==> config.mk <==
export PLATFORM = sky130hd
export DESIGN_NAME = trace_lookahead_pred
export DESIGN_NICKNAME = d
export VERILOG_FILES = /design/src/rtl/trace_pred_pkg.sv /design/src/rtl/tp_hist.sv /design/src/rtl/tp_table.sv /design/src/rtl/tp_score.sv /design/src/rtl/trace_lookahead_pred.sv
export SDC_FILE = /design/constraint.sdc
export NUM_CORES = 2
export LEC_CHECK = 0
export BUFFER_PORTS_ARGS = -buffer_cell sky130_fd_sc_hd__buf_2
export CAP_MARGIN = 25
export CORE_UTILIZATION = 56
export CTS_CLUSTER_SIZE = 30
export DETAILED_ROUTE_END_ITERATION = 10
export HOLD_SLACK_MARGIN = 0.08
export PLACE_DENSITY = 0.76
export SETUP_SLACK_MARGIN = 0.02
export SKIP_LAST_GASP = 1
export SLEW_MARGIN = 20
export SYNTH_ARGS = -nofsm -noshare
export SYNTH_HDL_FRONTEND = slang
export SYNTH_HIERARCHICAL = 1
export SYNTH_SLANG_ARGS = --single-unit
==> constraint.sdc <==
create_clock -name clk_i -period 3.52 [get_ports clk_i]
set_input_delay 0.704 -clock clk_i [delete_from_list [all_inputs] [get_ports clk_i]]
set_output_delay 0.704 -clock clk_i [all_outputs]
set_load 0.01 [all_outputs]
==> src/rtl/trace_pred_pkg.sv <==
package trace_pred_pkg;
  localparam int unsigned MAX_STRIDE = 5;

  function automatic int unsigned idx_bits(input int unsigned n);
    int unsigned b;
    b = 1;
    while ((1 << b) < n) b++;
    return b;
  endfunction
endpackage

==> src/rtl/tp_hist.sv <==
module tp_hist #(
  parameter int unsigned ID_W    = 8,
  parameter int unsigned NSTRIDE = 4
) (
  input  logic            clk_i,
  input  logic            rst_ni,
  input  logic            push_i,
  input  logic [ID_W-1:0] id_i,
  output logic [ID_W-1:0] hist_id_o [NSTRIDE],
  output logic [NSTRIDE-1:0] hist_v_o
);
  logic [ID_W-1:0]    id_q [NSTRIDE];
  logic [NSTRIDE-1:0] v_q;

  // stage 0 holds the newest access
  always_ff @(posedge clk_i or negedge rst_ni) begin
    if (!rst_ni) begin
      v_q <= '0;
      for (int s = 0; s < NSTRIDE; s++) id_q[s] <= '0;
    end else if (push_i) begin
      v_q[0]  <= 1'b1;
      id_q[0] <= id_i;
      for (int s = 1; s < NSTRIDE; s++) begin
        v_q[s]  <= v_q[s-1];
        id_q[s] <= id_q[s-1];
      end
    end
  end

  assign hist_id_o = id_q;
  assign hist_v_o  = v_q;
endmodule

==> src/rtl/tp_table.sv <==
module tp_table #(
  parameter int unsigned ID_W    = 8,
  parameter int unsigned NSTRIDE = 4,
  parameter int unsigned ENTRIES = 32
) (
  input  logic                    clk_i,
  input  logic                    rst_ni,
  input  logic [ID_W-1:0]         rd_id_i,
  output logic                    rd_hit_o,
  output logic [NSTRIDE*ID_W-1:0] rd_slots_o,
  input  logic                    wr_en_i,
  input  logic [ID_W-1:0]         wr_id_i,
  input  logic [NSTRIDE*ID_W-1:0] wr_slots_i
);
  localparam int unsigned IDX_W = trace_pred_pkg::idx_bits(ENTRIES);

  logic [ENTRIES-1:0]      v_q;
  logic [ID_W-1:0]         tag_q  [ENTRIES];
  logic [NSTRIDE*ID_W-1:0] slot_q [ENTRIES];

  logic [IDX_W-1:0] rd_idx, wr_idx;
  assign rd_idx = rd_id_i[IDX_W-1:0];
  assign wr_idx = wr_id_i[IDX_W-1:0];

  assign rd_hit_o   = v_q[rd_idx] && (tag_q[rd_idx] == rd_id_i);
  assign rd_slots_o = slot_q[rd_idx];

  always_ff @(posedge clk_i or negedge rst_ni) begin
    if (!rst_ni)      v_q <= '0;
    else if (wr_en_i) v_q[wr_idx] <= 1'b1;
  end

  always_ff @(posedge clk_i) begin
    if (wr_en_i) begin
      tag_q[wr_idx]  <= wr_id_i;
      slot_q[wr_idx] <= wr_slots_i;
    end
  end
endmodule

==> src/rtl/tp_score.sv <==
module tp_score #(
  parameter int unsigned ID_W    = 8,
  parameter int unsigned NSTRIDE = 4,
  parameter int unsigned CNT_W   = 16
) (
  input  logic                     clk_i,
  input  logic                     rst_ni,
  input  logic                     acc_valid_i,
  input  logic [ID_W-1:0]          acc_id_i,
  input  logic                     pred_v_i,
  input  logic [NSTRIDE*ID_W-1:0]  pred_id_i,
  output logic [NSTRIDE*CNT_W-1:0] hit_cnt_o,
  output logic [NSTRIDE*CNT_W-1:0] tot_cnt_o
);
  for (genvar d = 0; d < NSTRIDE; d++) begin : g_dist
    localparam int unsigned DEPTH = d + 1;
    logic [DEPTH-1:0] v_q;
    logic [ID_W-1:0]  id_q [DEPTH];
    logic [CNT_W-1:0] hit_q, tot_q;
    logic             due, match;

    // oldest stage holds the prediction made DEPTH accesses ago
    assign due   = acc_valid_i && v_q[DEPTH-1];
    assign match = id_q[DEPTH-1] == acc_id_i;

    always_ff @(posedge clk_i or negedge rst_ni) begin
      if (!rst_ni) begin
        v_q   <= '0;
        hit_q <= '0;
        tot_q <= '0;
        for (int s = 0; s < DEPTH; s++) id_q[s] <= '0;
      end else if (acc_valid_i) begin
        if (due) begin
          tot_q <= tot_q + 1'b1;
          if (match) hit_q <= hit_q + 1'b1;
        end
        for (int s = DEPTH - 1; s >= 1; s--) begin
          v_q[s]  <= v_q[s-1];
          id_q[s] <= id_q[s-1];
        end
        v_q[0]  <= pred_v_i;
        id_q[0] <= pred_id_i[d*ID_W +: ID_W];
      end
    end

    assign hit_cnt_o[d*CNT_W +: CNT_W] = hit_q;
    assign tot_cnt_o[d*CNT_W +: CNT_W] = tot_q;
  end
endmodule

==> src/rtl/trace_lookahead_pred.sv <==
module trace_lookahead_pred #(
  parameter int unsigned ID_W    = 8,
  parameter int unsigned NSTRIDE = 4,
  parameter int unsigned ENTRIES = 32,
  parameter int unsigned CNT_W   = 16
) (
  input  logic                     clk_i,
  input  logic                     rst_ni,
  input  logic                     acc_valid_i,
  input  logic [ID_W-1:0]          acc_id_i,
  output logic [NSTRIDE-1:0]       pred_valid_o,
  output logic [NSTRIDE*ID_W-1:0]  pred_id_o,
  output logic [NSTRIDE*CNT_W-1:0] hit_cnt_o,
  output logic [NSTRIDE*CNT_W-1:0] tot_cnt_o
);
  localparam int unsigned IDX_W = trace_pred_pkg::idx_bits(ENTRIES);

  // lookahead limit
  if (NSTRIDE < 1 || NSTRIDE > trace_pred_pkg::MAX_STRIDE) begin : g_bad_stride
    $error("NSTRIDE out of range");
  end
  if (ID_W < IDX_W) begin : g_bad_id
    $error("ID_W narrower than index");
  end

  logic [ID_W-1:0]         hist_id [NSTRIDE];
  logic [NSTRIDE-1:0]      hist_v;
  logic                    rd_hit;
  logic [NSTRIDE*ID_W-1:0] rd_slots;
  logic                    wr_en;
  logic [NSTRIDE*ID_W-1:0] wr_slots;
  logic                    look_v;

  tp_hist #(.ID_W(ID_W), .NSTRIDE(NSTRIDE)) u_hist (
    .clk_i     (clk_i),
    .rst_ni    (rst_ni),
    .push_i    (acc_valid_i),
    .id_i      (acc_id_i),
    .hist_id_o (hist_id),
    .hist_v_o  (hist_v)
  );

  // record the oldest history object with the N accesses that followed it
  assign wr_en = acc_valid_i && hist_v[NSTRIDE-1];

  for (genvar j = 0; j < NSTRIDE; j++) begin : g_wslot
    if (j == NSTRIDE - 1) begin : g_last
      assign wr_slots[j*ID_W +: ID_W] = acc_id_i;
    end else begin : g_hist
      assign wr_slots[j*ID_W +: ID_W] = hist_id[NSTRIDE-2-j];
    end
  end

  tp_table #(.ID_W(ID_W), .NSTRIDE(NSTRIDE), .ENTRIES(ENTRIES)) u_table (
    .clk_i      (clk_i),
    .rst_ni     (rst_ni),
    .rd_id_i    (acc_id_i),
    .rd_hit_o   (rd_hit),
    .rd_slots_o (rd_slots),
    .wr_en_i    (wr_en),
    .wr_id_i    (hist_id[NSTRIDE-1]),
    .wr_slots_i (wr_slots)
  );

  assign look_v = acc_valid_i && rd_hit;

  tp_score #(.ID_W(ID_W), .NSTRIDE(NSTRIDE), .CNT_W(CNT_W)) u_score (
    .clk_i       (clk_i),
    .rst_ni      (rst_ni),
    .acc_valid_i (acc_valid_i),
    .acc_id_i    (acc_id_i),
    .pred_v_i    (look_v),
    .pred_id_i   (rd_slots),
    .hit_cnt_o   (hit_cnt_o),
    .tot_cnt_o   (tot_cnt_o)
  );

  always_ff @(posedge clk_i or negedge rst_ni) begin
    if (!rst_ni) begin
      pred_valid_o <= '0;
      pred_id_o    <= '0;
    end else begin
      pred_valid_o <= {NSTRIDE{look_v}};
      if (look_v) pred_id_o <= rd_slots;
    end
  end
endmodule

# ---- Word-level counts from Yosys, hierarchy flattened
# Memory sizes are Yosys's and may differ from the RTL's.
# Cells that the tools add are included.
dict set report op_classes {
  n_addsub 8
  n_lt_le_gt_ge 3
  n_eq_ne 5
  muxes 6
  n_bitwise 1
  n_reduce_logical 16
}
# op n
set ops {}
lappend ops {{16-bit by 1-bit adder with 16-bit output (second input constant)} 8}
lappend ops {{8-bit equality test} 5}
lappend ops {{32-bit OR} 1}
lappend ops {{5-bit by 6-bit less-than comparator with 1-bit output (second input constant)} 2}
lappend ops {{3-bit AND reduction} 4}
lappend ops {{1-bit logical AND} 8}
lappend ops {{2-bit AND reduction} 4}
lappend ops {{1-bit binary-select mux with 5-bit select} 1}
lappend ops {{1-bit demux with 5-bit select} 1}
lappend ops {{5-bit by 1-bit >= comparator with 1-bit output (second input constant)} 1}
lappend ops {{1-bit two-way mux} 4}
dict set report word_totals {
  ff_bits 319
  mem_bits_rw 1280
  inputBits 11
  out_inout_bits 164
  word_cells 71
  mem_count 2
}
# name words width read_ports rd_clocked_by_memory_dff wr line_no
set memory_table {}
lappend memory_table {u_table.slot_q 32 32 1 0 1 tp_table.sv:19} ;# logic [NSTRIDE*ID_W-1:0] slot_q [ENTRIES];
lappend memory_table {u_table.tag_q 32 8 1 0 1 tp_table.sv:18} ;# logic [ID_W-1:0] tag_q [ENTRIES];

# ---- Longest topological paths before layout
dict set report depth {
  ltp_word 5
  ltp_mapped 16
  ltp_nobuf 10
}

# ---- Modules after synthesis
# Netlist, hierarchy kept.
# module instances cells_each area_each_um2 seq_area_each_um2
set by_module_without_submodules {}
lappend by_module_without_submodules {tp_table 1 2055 49802.8 39237.6}
lappend by_module_without_submodules {tp_score 1 719 9066.2 5305.1}
lappend by_module_without_submodules {tp_hist 1 76 1481.4 900.9}
lappend by_module_without_submodules {trace_lookahead_pred 1 74 1368.8 825.8}

# ---- Least setup slack after synthesis
# No wires, ideal clock.
dict set report synth_timing {
  kind {input -> register}
  startpoint {in acc_valid_i}
  endpoint {mem u_table/slot_q[12][0] (netlist bit) (enable)}
  setup_ps 438
  arrival_time_ps 3199
  required_time_ps 3082
  slack_ps -118
  stages 4
  path_buffers 1
  path_cell_list {and2_2 > or3b_2 > clkbuf_1 > nor2_1}
}
dict set report synth_between {
  elab_chain_cells 3
}
# item line_no
set synth_rtl {}
lappend synth_rtl {{start: declaration} trace_lookahead_pred.sv:9} ;# input logic acc_valid_i,
lappend synth_rtl {{1-bit logical AND} trace_lookahead_pred.sv:44} ;# assign wr_en = acc_valid_i && hist_v[NSTRIDE-1];
lappend synth_rtl {{1-bit two-way mux} tp_table.sv:34} ;# if (wr_en_i) begin
lappend synth_rtl {{1-bit two-way mux (implied by the code)} tp_table.sv:36} ;# slot_q[wr_idx] <= wr_slots_i;
lappend synth_rtl {{end: declaration} tp_table.sv:19}
# No other way between the ends.

# ---- Worst setup path after layout
dict set report layout_timing {
  startpoint {mem u_table.tag_q[24][7]}
  endpoint {reg pred_id_o[16]}
}
dict set report layout_between {
  elab_chain_cells 4
}
# item line_no
set layout_rtl {}
lappend layout_rtl {{start: declaration} tp_table.sv:18}
lappend layout_rtl {{memory read 32 x 8 bit} -}
lappend layout_rtl {{8-bit equality test} tp_table.sv:25} ;# assign rd_hit_o = v_q[rd_idx] && (tag_q[rd_idx] == rd_id_i);
lappend layout_rtl {{1-bit logical AND} tp_table.sv:25}
lappend layout_rtl {{net rd_hit} trace_lookahead_pred.sv:28} ;# logic rd_hit;
lappend layout_rtl {{1-bit logical AND} trace_lookahead_pred.sv:65} ;# assign look_v = acc_valid_i && rd_hit;
lappend layout_rtl {{end signal: assignment} trace_lookahead_pred.sv:84} ;# if (look_v) pred_id_o <= rd_slots;
lappend layout_rtl {{end: declaration} trace_lookahead_pred.sv:12} ;# output logic [NSTRIDE*ID_W-1:0] pred_id_o,
# The timed path passes the listed nets, and every way through them passes these cells.
# A chain may end at the register's enable or synchronous reset.

==> impl_results.md <==
* Cell area after synthesis at slightly above 0.06 mm²
* HPWL after detailed placement at 84.0 mm
* Layout cells sized above 1 at 0.350
* Pwr Density at 603 mW/mm²
* Critical path endpoint: pred_id_o[16]
* Resize count post-CTS at 0
* Root buffer cell: clkbuf_16
* CTS buffer count at ~150
* Setup WS pre-CTS at -326 ps
* First-pass GRT wire length at 221 mm
* Final Setup Violations at 0
* Core ar. at 0.109 mm²
* Max_slew headroom at 0.331
* Top cell type's share of synthesized area at 0.623
* Largest net degree at the start of global routing at 90
* Final hold viol count at 0
* N_diodes at 0
* Initial antenna violation count at 2
* Most common cell in the netlist: edfxtp_1
* Least-Margin Pin Slew at around 1000 ps
* Detailed-route DRC error count at 0
* Number of port buffers at between 150 and 200
* Final Critical Period at 3230 ps
* Met2 Usage GRT at 0.450
* Die Area at about 0.11 mm²
* Top cell type by total area after synthesis: edfxtp_1
* Period utilization at 0.918
* Fmax at roughly 310 MHz
* DR vias/cell at 6.57
* RSZ-0062 raised after global routing: no
* Setup TNS at 0 ps
* Final WL at 152 mm
* TritonCTS Sinks at 1593
* #FFs+latches synth at around 1600
* IO Pins at 175
* Slew Viols, Final at 0
* Sequential share of the synthesized area at 0.750
* Met3 Usage GRT at 0.0550
* Final WS setup at approximately 290 ps
* Drt wl/cell at 31.5 µm
* Hold path startpoint: acc_valid_i
* # nets final at 3321
* Site Rows at 121
* Detailed Routing Iterations Pass 1 at 5
* Gr ovfl total at 0
* RR Startpoint: u_table/tag_q[24][7]
* Critical Path RT at 4150 ps
* Vias at 31800
* Vias in the first global route at 32600
* Most used DFF post-synth: edfxtp_1
* Post-synth top cells: edfxtp_1 (1280), mux4_2 (359), dfrtp_1 (313)
* Area Overhead vs Synth at 14.5%
* Number of synthesized flops with an enable pin at 1280
* Distinct cells, synth at 60
* Post-CTS setup buffer count at 0
* CTS tree: built
* Max Clock Skew at 28.0 ps
* Cell count after placement at 4555
* Hold Path Depth at 2
* Hold-fix buffers at CTS at 1
* Crit path capture type: flip-flop
* Pleak at 25.0 nW
* Initial Utilization at 0.566
* Latest clock arrival within the worst-skew pair at 760 ps
* CTS Buffer Depth at 3
* Register-to-register setup slack at roughly 290 ps
* Final Non-Filler Cells at 4844
* Post-Syn Instances at roughly 3000
* RR Endpoint: pred_id_o[16]
* VDD IR-drop max at between 0.5 and 0.6 mV
* Hold WC Path Type: in -> reg
* Synth top area cells: edfxtp_1 (62%), mux4_2 (13%), dfrtp_1 (13%)
* Tot Pwr at 42.6 mW
* Status: complete, no violations
* GRT met1 Usage at 0.376
* Avg Synthesized Cell Area at 21.1 µm²
* Syn_nets at 2943
* Yosys warns at 6
* Async S/R FF share, synth at 0.196
* Fill cells at around 6800
* H-Tree Depth at 4
* Die Ht at approximately 330 µm
* Tot GR Track Use at 0.278
* MaxCap Viol Count at 0
* Die Wd at about 330 µm
* CP Launch Type: flip-flop
* Crit path DAT at 3860 ps
* Crit path kind: reg -> reg
* Util after Layout at 0.649
* CP max FO at 19
* Gpl congestion at approximately 0.82
* R2R depth at 9
* Reg clk slew, reported paths at 60 ps
* Gr busiest metal: met2
* Initial DRC Count at 3751
* Worst Setup SP: u_table/tag_q[24][7]
* Post-DRT Antenna Nets at 0
==> cell usage in the layout, fill, tap and decap left out, drive strengths merged, types with 61 or more instances in the layout <==
cell type | netlist | layout
edfxtp | 1280 | 1280
mux4 | 359 | 359
buf | 70 | 347
dfrtp | 313 | 313
clkbuf | 57 | 210
mux2 | 189 | 189
xnor2 | 87 | 87
nor2 | 87 | 87
xor2 | 70 | 70
nand3 | 61 | 61
==> critical path, stage by stage, from the launching register on <==
cell	delay [ps]
edfxtp_1	400
mux4_2	470
mux4_2	470
o21ai_1	180
xor2_1	210
o221ai_1	180
nor4_2	380
nand2_2	180
buf_12	240
mux2_4	340
==> cell families after synthesis <==
logic type / synth area share
flip-flops: 0.750
multiplexers: 0.174
AND/OR/NAND/NOR: 0.0337
XOR/XNOR: 0.0223
buffers and inverters: 0.0135
AO/OA/AOI/OAI: 0.00568
adder cells (fa/ha/maj): 0.00162
==> metal layers <==
metal / routed length, µm / vias to the layer above / share of wire
met5: 27 / - / 0.00018
met4: 5790 / 4 / 0.038
met3: 15300 / 369 / 0.10
met2: 74700 / 2073 / 0.49
met1: 56700 / 16800 / 0.37
li1: - / 12600 / -
==> worst min path at each step <==
stage | to | slack (ps)
after detailed placement | u_table/v_q[5] | 450
after CTS | u_score/g_dist[3].v_q[2] | 210
after global routing | u_score/g_dist[2].v_q[1] | 240
final | u_score/g_dist[3].v_q[2] | 250
after global placement | u_table/v_q[31] | 450
after floorplan | pred_id_o[0] | 410
==> layout make-up <==
cell class | instances | area (µm²) | share of cell area
Sequential cell | 1593 | 46300 | 0.655
Tap cell | 1414 | 1770 | 0.0250
Clock inverter | 75 | 800 | 0.0113
Timing Repair Buffer | 349 | 2660 | 0.0376
Clock buffer | 209 | 4250 | 0.0601
Inverter | 22 | 85.1 | 0.00120
Multi-Input combinational cell | 1182 | 14900 | 0.210
==> stage by stage <==
step	cell area, µm²	hold slack (ps)
finish	70700	248
global route	70700	239
global placement	65600	446
CTS	70600	211
detailed placement	65600	449
floorplan	61700	408
==> where the power goes <==
part / total, mW / switching (mW) / internal, mW
logic: 3.36 / 1.86 / 1.50
clock network: 16.5 / 6.88 / 9.58
registers: 22.8 / 0.900 / 21.9
==> flip-flops by register name (all words and copies together), names as in the netlist <==
| name | flops |
|---|---|
| u_table/slot_q | 1024 |
| u_table/tag_q | 256 |
| u_score/g_dist.id_q | 80 |
| u_score/g_dist.hit_q | 64 |
| u_score/g_dist.tot_q | 64 |
| pred_id_o | 32 |
| u_hist/hist_id_o | 32 |
| u_table/v_q | 32 |
| u_hist/hist_v_o | 4 |
| u_score/g_dist.v_q | 4 |
| pred_valid_o | 1 |
No activity file was read; power rests on OpenSTA's default activity.
